--- config.mk ---
export PLATFORM = sky130hd
export DESIGN_NAME = dsp_power_ctrl
export DESIGN_NICKNAME = d
export VERILOG_FILES = /design/src/rtl/dsp_pkg.sv /design/src/rtl/dsp_oc_filter.sv /design/src/rtl/dsp_led_sel.sv /design/src/rtl/dsp_power_ctrl.sv
export SDC_FILE = /design/constraint.sdc
export NUM_CORES = 1
export LEC_CHECK = 0
export BUFFER_PORTS_ARGS = -buffer_cell sky130_fd_sc_hd__buf_2
export CAP_MARGIN = 5
export CORE_MARGIN = 2
export CORE_UTILIZATION = 49
export DETAILED_ROUTE_END_ITERATION = 16
export GPL_ROUTABILITY_DRIVEN = 0
export PLACE_DENSITY = 0.86
export SLEW_MARGIN = 20
export SYNTH_ARGS = -nofsm -noshare
export SYNTH_HDL_FRONTEND = slang
export SYNTH_SLANG_ARGS = --single-unit
--- constraint.sdc ---
create_clock -name clk -period 1.6 [get_ports clk]
set_input_delay 0.4 -clock clk [delete_from_list [all_inputs] [get_ports clk]]
set_output_delay 0.4 -clock clk [all_outputs]
set_load 0.01 [all_outputs]
--- src/rtl/dsp_pkg.sv ---
package dsp_pkg;
  typedef enum logic [1:0] {
    LED_OFF  = 2'b00,
    LED_GRN  = 2'b01,
    LED_AMB  = 2'b10,
    LED_AUTO = 2'b11
  } led_code_e;
endpackage

--- src/rtl/dsp_oc_filter.sv ---
module dsp_oc_filter #(
  parameter int DEB_CYC = 4
) (
  input  logic clk,
  input  logic rst,
  input  logic fault_in,
  output logic fault_ok
);
  localparam int CW = (DEB_CYC > 1) ? $clog2(DEB_CYC) : 1;
  localparam logic [CW-1:0] LAST = CW'(DEB_CYC - 1);

  logic [CW-1:0] cnt;

  always_ff @(posedge clk) begin
    if (rst) begin
      cnt      <= '0;
      fault_ok <= 1'b0;
    end else if (!fault_in) begin
      cnt      <= '0;
      fault_ok <= 1'b0;
    end else if (cnt == LAST) begin
      fault_ok <= 1'b1;
    end else begin
      cnt <= cnt + 1'b1;
    end
  end
endmodule

--- src/rtl/dsp_led_sel.sv ---
module dsp_led_sel
  import dsp_pkg::*;
(
  input  logic [1:0] code,
  input  logic       manual,
  input  logic       fault,
  input  logic       powered,
  input  logic       dark,
  input  logic       amber_block,
  output logic       green,
  output logic       amber
);
  logic auto_g, auto_a;

  always_comb begin
    auto_a = fault;
    auto_g = powered & ~fault;
    if (!manual) begin
      green = auto_g;
      amber = auto_a;
    end else begin
      case (led_code_e'(code))
        LED_OFF: begin green = 1'b0; amber = 1'b0; end
        LED_GRN: begin green = 1'b1; amber = 1'b0; end
        LED_AMB: begin green = 1'b0; amber = 1'b1; end
        default: begin green = auto_g; amber = auto_a; end
      endcase
    end
    if (dark) begin
      green = 1'b0;
      amber = 1'b0;
    end
    if (amber_block) amber = 1'b0;
  end
endmodule

--- src/rtl/dsp_power_ctrl.sv ---
module dsp_power_ctrl
  import dsp_pkg::*;
#(
  parameter int NPORT   = 4,
  parameter int DEB_CYC = 4
) (
  input  logic               clk,
  input  logic               rst,
  input  logic [NPORT-1:0]   pwr_req,
  input  logic [NPORT-1:0]   oc_n,
  input  logic [NPORT-1:0]   oc_clr,
  input  logic               cfg_gang,
  input  logic               cfg_en_high,
  input  logic [NPORT-1:0]   cfg_port_mask,
  input  logic               cfg_eeprom,
  input  logic               suspend,
  input  logic               led_manual,
  input  logic [2*NPORT-1:0] led_code,
  output logic [NPORT-1:0]   pwr_en,
  output logic [NPORT-1:0]   oc_status,
  output logic [NPORT-1:0]   oc_change,
  output logic [NPORT-1:0]   led_green,
  output logic [NPORT-1:0]   led_amber
);
  logic [NPORT-1:0] flt, eff, on, port_pwr, drive;
  logic [NPORT-1:0] trip_q, status_q, change_q, pins_q;
  logic [NPORT-1:0] grn_d, amb_d, grn_q, amb_q;
  logic             shared;

  for (genvar i = 0; i < NPORT; i++) begin : g_port
    dsp_oc_filter #(.DEB_CYC(DEB_CYC)) u_flt (
      .clk      (clk),
      .rst      (rst),
      .fault_in (~oc_n[i]),
      .fault_ok (flt[i])
    );
    dsp_led_sel u_led (
      .code        (led_code[2*i +: 2]),
      .manual      (led_manual),
      .fault       (eff[i]),
      .powered     (port_pwr[i]),
      .dark        (suspend | ~cfg_port_mask[i]),
      .amber_block (cfg_eeprom),
      .green       (grn_d[i]),
      .amber       (amb_d[i])
    );
  end

  // Fault, power and pin drive for this cycle
  always_comb begin
    eff      = (cfg_gang ? {NPORT{flt[0]}} : flt) & cfg_port_mask;
    on       = pwr_req & cfg_port_mask & ~trip_q & ~eff;
    shared   = |on;
    port_pwr = cfg_gang ? ({NPORT{shared}} & cfg_port_mask) : on;
    drive    = cfg_gang ? {{(NPORT-1){1'b0}}, shared} : on;
  end

  always_ff @(posedge clk) begin
    if (rst) begin
      pins_q   <= {NPORT{~cfg_en_high}};
      trip_q   <= '0;
      status_q <= '0;
      change_q <= '0;
      grn_q    <= '0;
      amb_q    <= '0;
    end else begin
      pins_q   <= drive ^ {NPORT{~cfg_en_high}};
      trip_q   <= pwr_req & (trip_q | eff);
      status_q <= eff;
      change_q <= (change_q & ~oc_clr) | (eff & ~status_q);
      grn_q    <= grn_d;
      amb_q    <= amb_d;
    end
  end

  assign pwr_en    = pins_q;
  assign oc_status = status_q;
  assign oc_change = change_q;
  assign led_green = grn_q;
  assign led_amber = amb_q;
endmodule

# Word level (Yosys, flattened, before mapping)
# Cells that the tools add are included.
# W data, S select, Z words.
# totals
inputBits	31
output_inout_bits	20
reg_bits	36
elab_cells	113
# classes
add_sub_neg	4
bitwise_logic	32
n_reduce_logical	25
mux	20
n_eq_ne	12
# op_table
op	count
$and A4 B4 Y4	8
$reduce_or A2 Y1	16
$eq A2 B2 Y1 const B	8
$mux W4	4
$not A4 Y4	4
$pmux W1 S2	8
$reduce_or A3 Y1	4
$not A1 Y1	9
$add A2 B1 Y2 const B	4
$eq A2 B1 Y1 const B	4
$logic_not A2 Y1	4
$mux W1	8
$or A4 B4 Y4	2
$and A1 B1 Y1	4
$or A1 B1 Y1	4
$reduce_or A4 Y1	1
$xor A4 B4 Y4	1

# Logic depth before layout (Yosys ltp)
# depth
ltp_word	10
mapped_depth	5
mapped_depth_nobuf	4

# Hierarchy
# Synthesis repeated with hierarchy kept, for this count alone.
# unflattened
hier_cells	177
area_unflattened_um2	1706.6
# by_module_without_submodules
mod	n_inst	cells_each	seq_area_each_um2	area_per_inst_um2
dsp_power_ctrl	1	105	480.5	996.0
dsp_oc_filter	4	11	60.1	112.6
dsp_led_sel	4	7	0.0	65.1

# Worst setup path after synthesis
# OpenSTA, ideal clock, no wires.
# synth_timing
path_type	input to register
start	input cfg_gang
end	register pins_q[0], in the netlist pwr_en[0]
cell_stages	5
setup_slack_ns	0.157
t_required_ns	1.473
setup_ns	0.127
n_path_buf	1
t_arrival_ns	1.316
cell_sequence	buf_6 mux2_4 nor3_4 o31ai_2 xor2_1
# synth_between
elab_chain_len	8
# synth_rtl
item	line	text
start, declared	dsp_power_ctrl.sv:12	input logic cfg_gang,
$mux W4	dsp_power_ctrl.sv:51	eff = (cfg_gang ? {NPORT{flt[0]}} : flt) & cfg_port_mask;
$and A4 B4 Y4	dsp_power_ctrl.sv:51	
$not A4 Y4	dsp_power_ctrl.sv:52	on = pwr_req & cfg_port_mask & ~trip_q & ~eff;
$and A4 B4 Y4	dsp_power_ctrl.sv:52	
$reduce_or A4 Y1	dsp_power_ctrl.sv:53	shared = |on;
$mux W4 *	dsp_power_ctrl.sv:55	drive = cfg_gang ? {{(NPORT-1){1'b0}}, shared} : on;
$xor A4 B4 Y4 *	dsp_power_ctrl.sv:67	pins_q <= drive ^ {NPORT{~cfg_en_high}};
$mux W4 *	dsp_power_ctrl.sv:59	if (rst) begin
end signal, assigned	dsp_power_ctrl.sv:60	pins_q <= {NPORT{~cfg_en_high}};
end signal, assigned	dsp_power_ctrl.sv:67	
end, declared	dsp_power_ctrl.sv:26	logic [NPORT-1:0] trip_q, status_q, change_q, pins_q;
# Every way passes the cells marked *; elsewhere a longest branch is shown, timed or not.
# A chain may end at the register's enable or synchronous reset.

# Worst setup path in the final report
# layout_timing
start	register g_port[0].u_flt.fault_ok
end	register grn_q[0], in the netlist led_green[0]
# layout_between
elab_chain_len	10
elab_cells_between_ends	11
cone_classes	mux (4); bitwise (6); reduce/logical (1)
# layout_rtl
item	line	text
start, declared	dsp_oc_filter.sv:7	output logic fault_ok
start signal, assigned	dsp_oc_filter.sv:17	fault_ok <= 1'b0;
start signal, assigned	dsp_oc_filter.sv:20	fault_ok <= 1'b0;
start signal, assigned	dsp_oc_filter.sv:22	fault_ok <= 1'b1;
$mux W4 *	dsp_power_ctrl.sv:51	
$and A4 B4 Y4 *	dsp_power_ctrl.sv:51	
$not A4 Y4	dsp_power_ctrl.sv:52	
$and A4 B4 Y4	dsp_power_ctrl.sv:52	
$reduce_or A4 Y1	dsp_power_ctrl.sv:53	
$and A4 B4 Y4	dsp_power_ctrl.sv:54	port_pwr = cfg_gang ? ({NPORT{shared}} & cfg_port_mask) : on;
$mux W4	dsp_power_ctrl.sv:54	
$and A1 B1 Y1 *	dsp_led_sel.sv:17	auto_g = powered & ~fault;
$pmux W1 S2	dsp_led_sel.sv:22	case (led_code_e'(code))
$mux W1 *	dsp_led_sel.sv:18	if (!manual) begin
end signal, assigned	dsp_power_ctrl.sv:71	grn_q <= grn_d;
end, declared	dsp_power_ctrl.sv:27	logic [NPORT-1:0] grn_d, amb_d, grn_q, amb_q;
# Marks and branches as above.

==> summary.md <==
| Metric | Value |
|---|---|
| Run status | finished clean |
| Cell area after layout | 1840 µm² |
| Fin Setup TNS | 0 ns |
| Setup-failing EPs final | 0 |
| Share of layout cells above drive strength 1 | 33.3% |
| Yosys warns | 0 |
| H-tree Lvls | 2 |
| Via Count | 1264 |
| Pwr Density | 873 nW/µm² |
| Peak supply drop | 0.642 mV |
| Area of the core | 2830 µm² |
| Cell taking the most area after synthesis | dfxtp_1 |
| Hold Buf Count CTS | 0 |
| First-pass GRT wire length | 5.07 mm |
| Post-route ant nets | 0 |
| Crit-path cells | mux2i_1 -> and4b_1 -> o31ai_1 -> a21oi_1 |
| Worst Path Required | 1.82 ns |
| Layout area overhead | 24.1% |
| Setup crit start kind | flip-flop |
| Synth Area per Inst | 9.77 µm² |
| Slowest cell delay on critical path | 0.51 ns |
| CTS-repair resized insts | 0 |
| Layout net count | 244 |
| CP startpoint | g_port[0].u_flt.fault_ok |
| Syn Std Cell Area | 1490 µm² |
| Asr flop ratio synth | 0% |
| Buffers added on ports | 50 |
| P_leak | 0.000839 µW |
| F_max | 0.689 GHz |
| CP max FO | 9 |
| Initial core utilization | 52.5% |
| Synth top area cells | dfxtp_1, xor2_1, nor3_1 |
| Sequential fraction of the synthesis area | 48.5% |
| Setup Skew | 0.0106 ns |
| Fin crit share | 90.8% |
| Crit path max-delay cell type | dfxtp_1 |
| Final wirelength | 3.03 mm |
| WS Path Type | reg -> reg |
| Ant diodes | 0 |
| Die footprint | 3490 µm² |
| Total global-route track usage | 19.3% |
| Hold_sp | oc_n[0] |
| Buf/Inv on CP | 0 |
| Worst-Skew Late Latency | 0.33 ns |
| First-pass detailed-route iteration total | 4 |
| Register bit count reported by yosys | 36 |
| Post-synth EDFFs | 0 |
| Max clock buf depth | 2 |
| Die span in y | 59.1 µm |
| WP data arrival | 1.67 ns |
| Antenna violations before repair | 0 |
| Number of global-route vias before repair | 1218 |
| Cell family with most CP delay | flip-flops |
| CTS tree | built |
| Top-area cell type share of the netlist area | 48.5% |
| Synth Flop Type | dfxtp_1 |
| Worst-Margin Slew | 0.295 ns |
| Slew HR | 80.0% |
| Post-synth top cells | dfxtp_1, nor2_1, nor3_1, nand2b_1, a21oi_1 |
| FF-to-FF Start | g_port[0].u_flt.fault_ok |
| Initial drt markers | 38 |
| RSZ-0062 raised after global routing | no |
| Placed Instance Area | 1780 µm² |
| Largest net degree at the start of global routing | 17 |
| Yosys cell types | 33 |
| Count leader, synth | dfxtp_1 |
| IO Pins | 51 |
| Fin Hold WS | 0.245 ns |
| Syn Nets | 187 |
| Vias per cell | 5.24 |
| Crit path capture type | flip-flop |
| Final HPWL from detailed placement | 2.32 mm |
| DR DRC count | 0 |
| Max-Cap Viols | 0 |
| Hold Crit Class | in -> reg |
| Clock slew at reported path FFs | 0.11 ns |
| DIE WIDTH | 59.1 µm |
| Pwr Total | 1610 µW |
| Congestion Overflow GR | 0 |
| Final hold viol count | 0 |
| CTS root buf | clkbuf_4 |
| Clock sink count | 36 |
| Post-CTS Repair Setup Buffers | 0 |
| Final worst path period need | 1.45 ns |
| Fill cells | 231 |
| Final slew viol count | 0 |
| Number of buffers created by CTS | 5 |
| Synth Instances | 152 |
| Routed WL per cell | 12.6 µm |
| Flop-to-flop setup slack | 0.15 ns |
| Row count | 19 |
-- registers in the layout, summed over array words and instances, names as in the netlist --
register	flops
g_port.u_flt.cnt	8
pwr_en	4
g_port.u_flt.fault_ok	4
led_green	4
trip_q	4
oc_status	4
led_amber	4
oc_change	4
-- final cells by class --
class | count | area [µm²] | area share, %
clock buffers | 6 | 51.3 | 2.78
clock inverters | 2 | 10.0 | 0.543
flip-flops and latches | 36 | 721 | 39.1
well taps | 31 | 38.8 | 2.10
repair buffers | 54 | 280 | 15.2
inverters | 5 | 18.8 | 1.02
multi-input cells | 107 | 723 | 39.2
-- cells in the final DEF (no fill, tap or decap), types with 7 or more instances in the layout --
cell,n
buf_2,50
dfxtp_1,36
nor2_1,13
nor3_1,13
nand2b_1,10
a21oi_1,9
xor2_1,8
nand2_1,7
nand3_1,7
-- power breakdown --
part           switching [µW]  leakage (µW)  internal (µW)
registers                9.21      0.000293            920
clock network             287     0.0000380            209
logic                    98.9      0.000508           85.0
total                     395      0.000839           1210
-- path summary, 6_finish.rpt --
kind | end | cells after the start
setup / recovery | led_green[0] | 4
hold / removal | g_port[0].u_flt.cnt[1] | 2
setup reg to reg | led_green[0] | 4
hold reg to reg | g_port[2].u_flt.fault_ok | 2
-- through the flow --
step	setup WS [ns]	util [%]	instances
6_report	0.148	65.1	241
5_1_grt	0.0334	65.1	241
4_1_cts	0.169	65.1	241
3_5_place_dp	0.0385	63.0	233
3_3_place_gp	0.0741	63.0	233
2_1_floorplan	0.157	-	152
-- kinds of logic (layout without fill, tap and decap cells) --
| family | count (synthesis) | after routing | synth area share [%] |
|---|---|---|---|
| adders and majority gates | 4 | 4 | 3.37 |
| buffers and inverters | 9 | 67 | 2.78 |
| and+or+nand+nor | 67 | 67 | 25.5 |
| DFF | 36 | 36 | 48.5 |
| AOI/OAI and AO/OA | 21 | 21 | 9.94 |
| xor gates and xnor gates | 8 | 8 | 4.72 |
| muxes | 7 | 7 | 5.14 |
-- layer usage --
metal	vias up	track usage (%)	share of wire, %
li1	653	-	-
met1	579	22.4	44
met2	30	33.7	50
met3	2	7.64	5.5
met4	0	3.90	0.23
met5	-	0	0
Power figures use the tool's default switching activity.
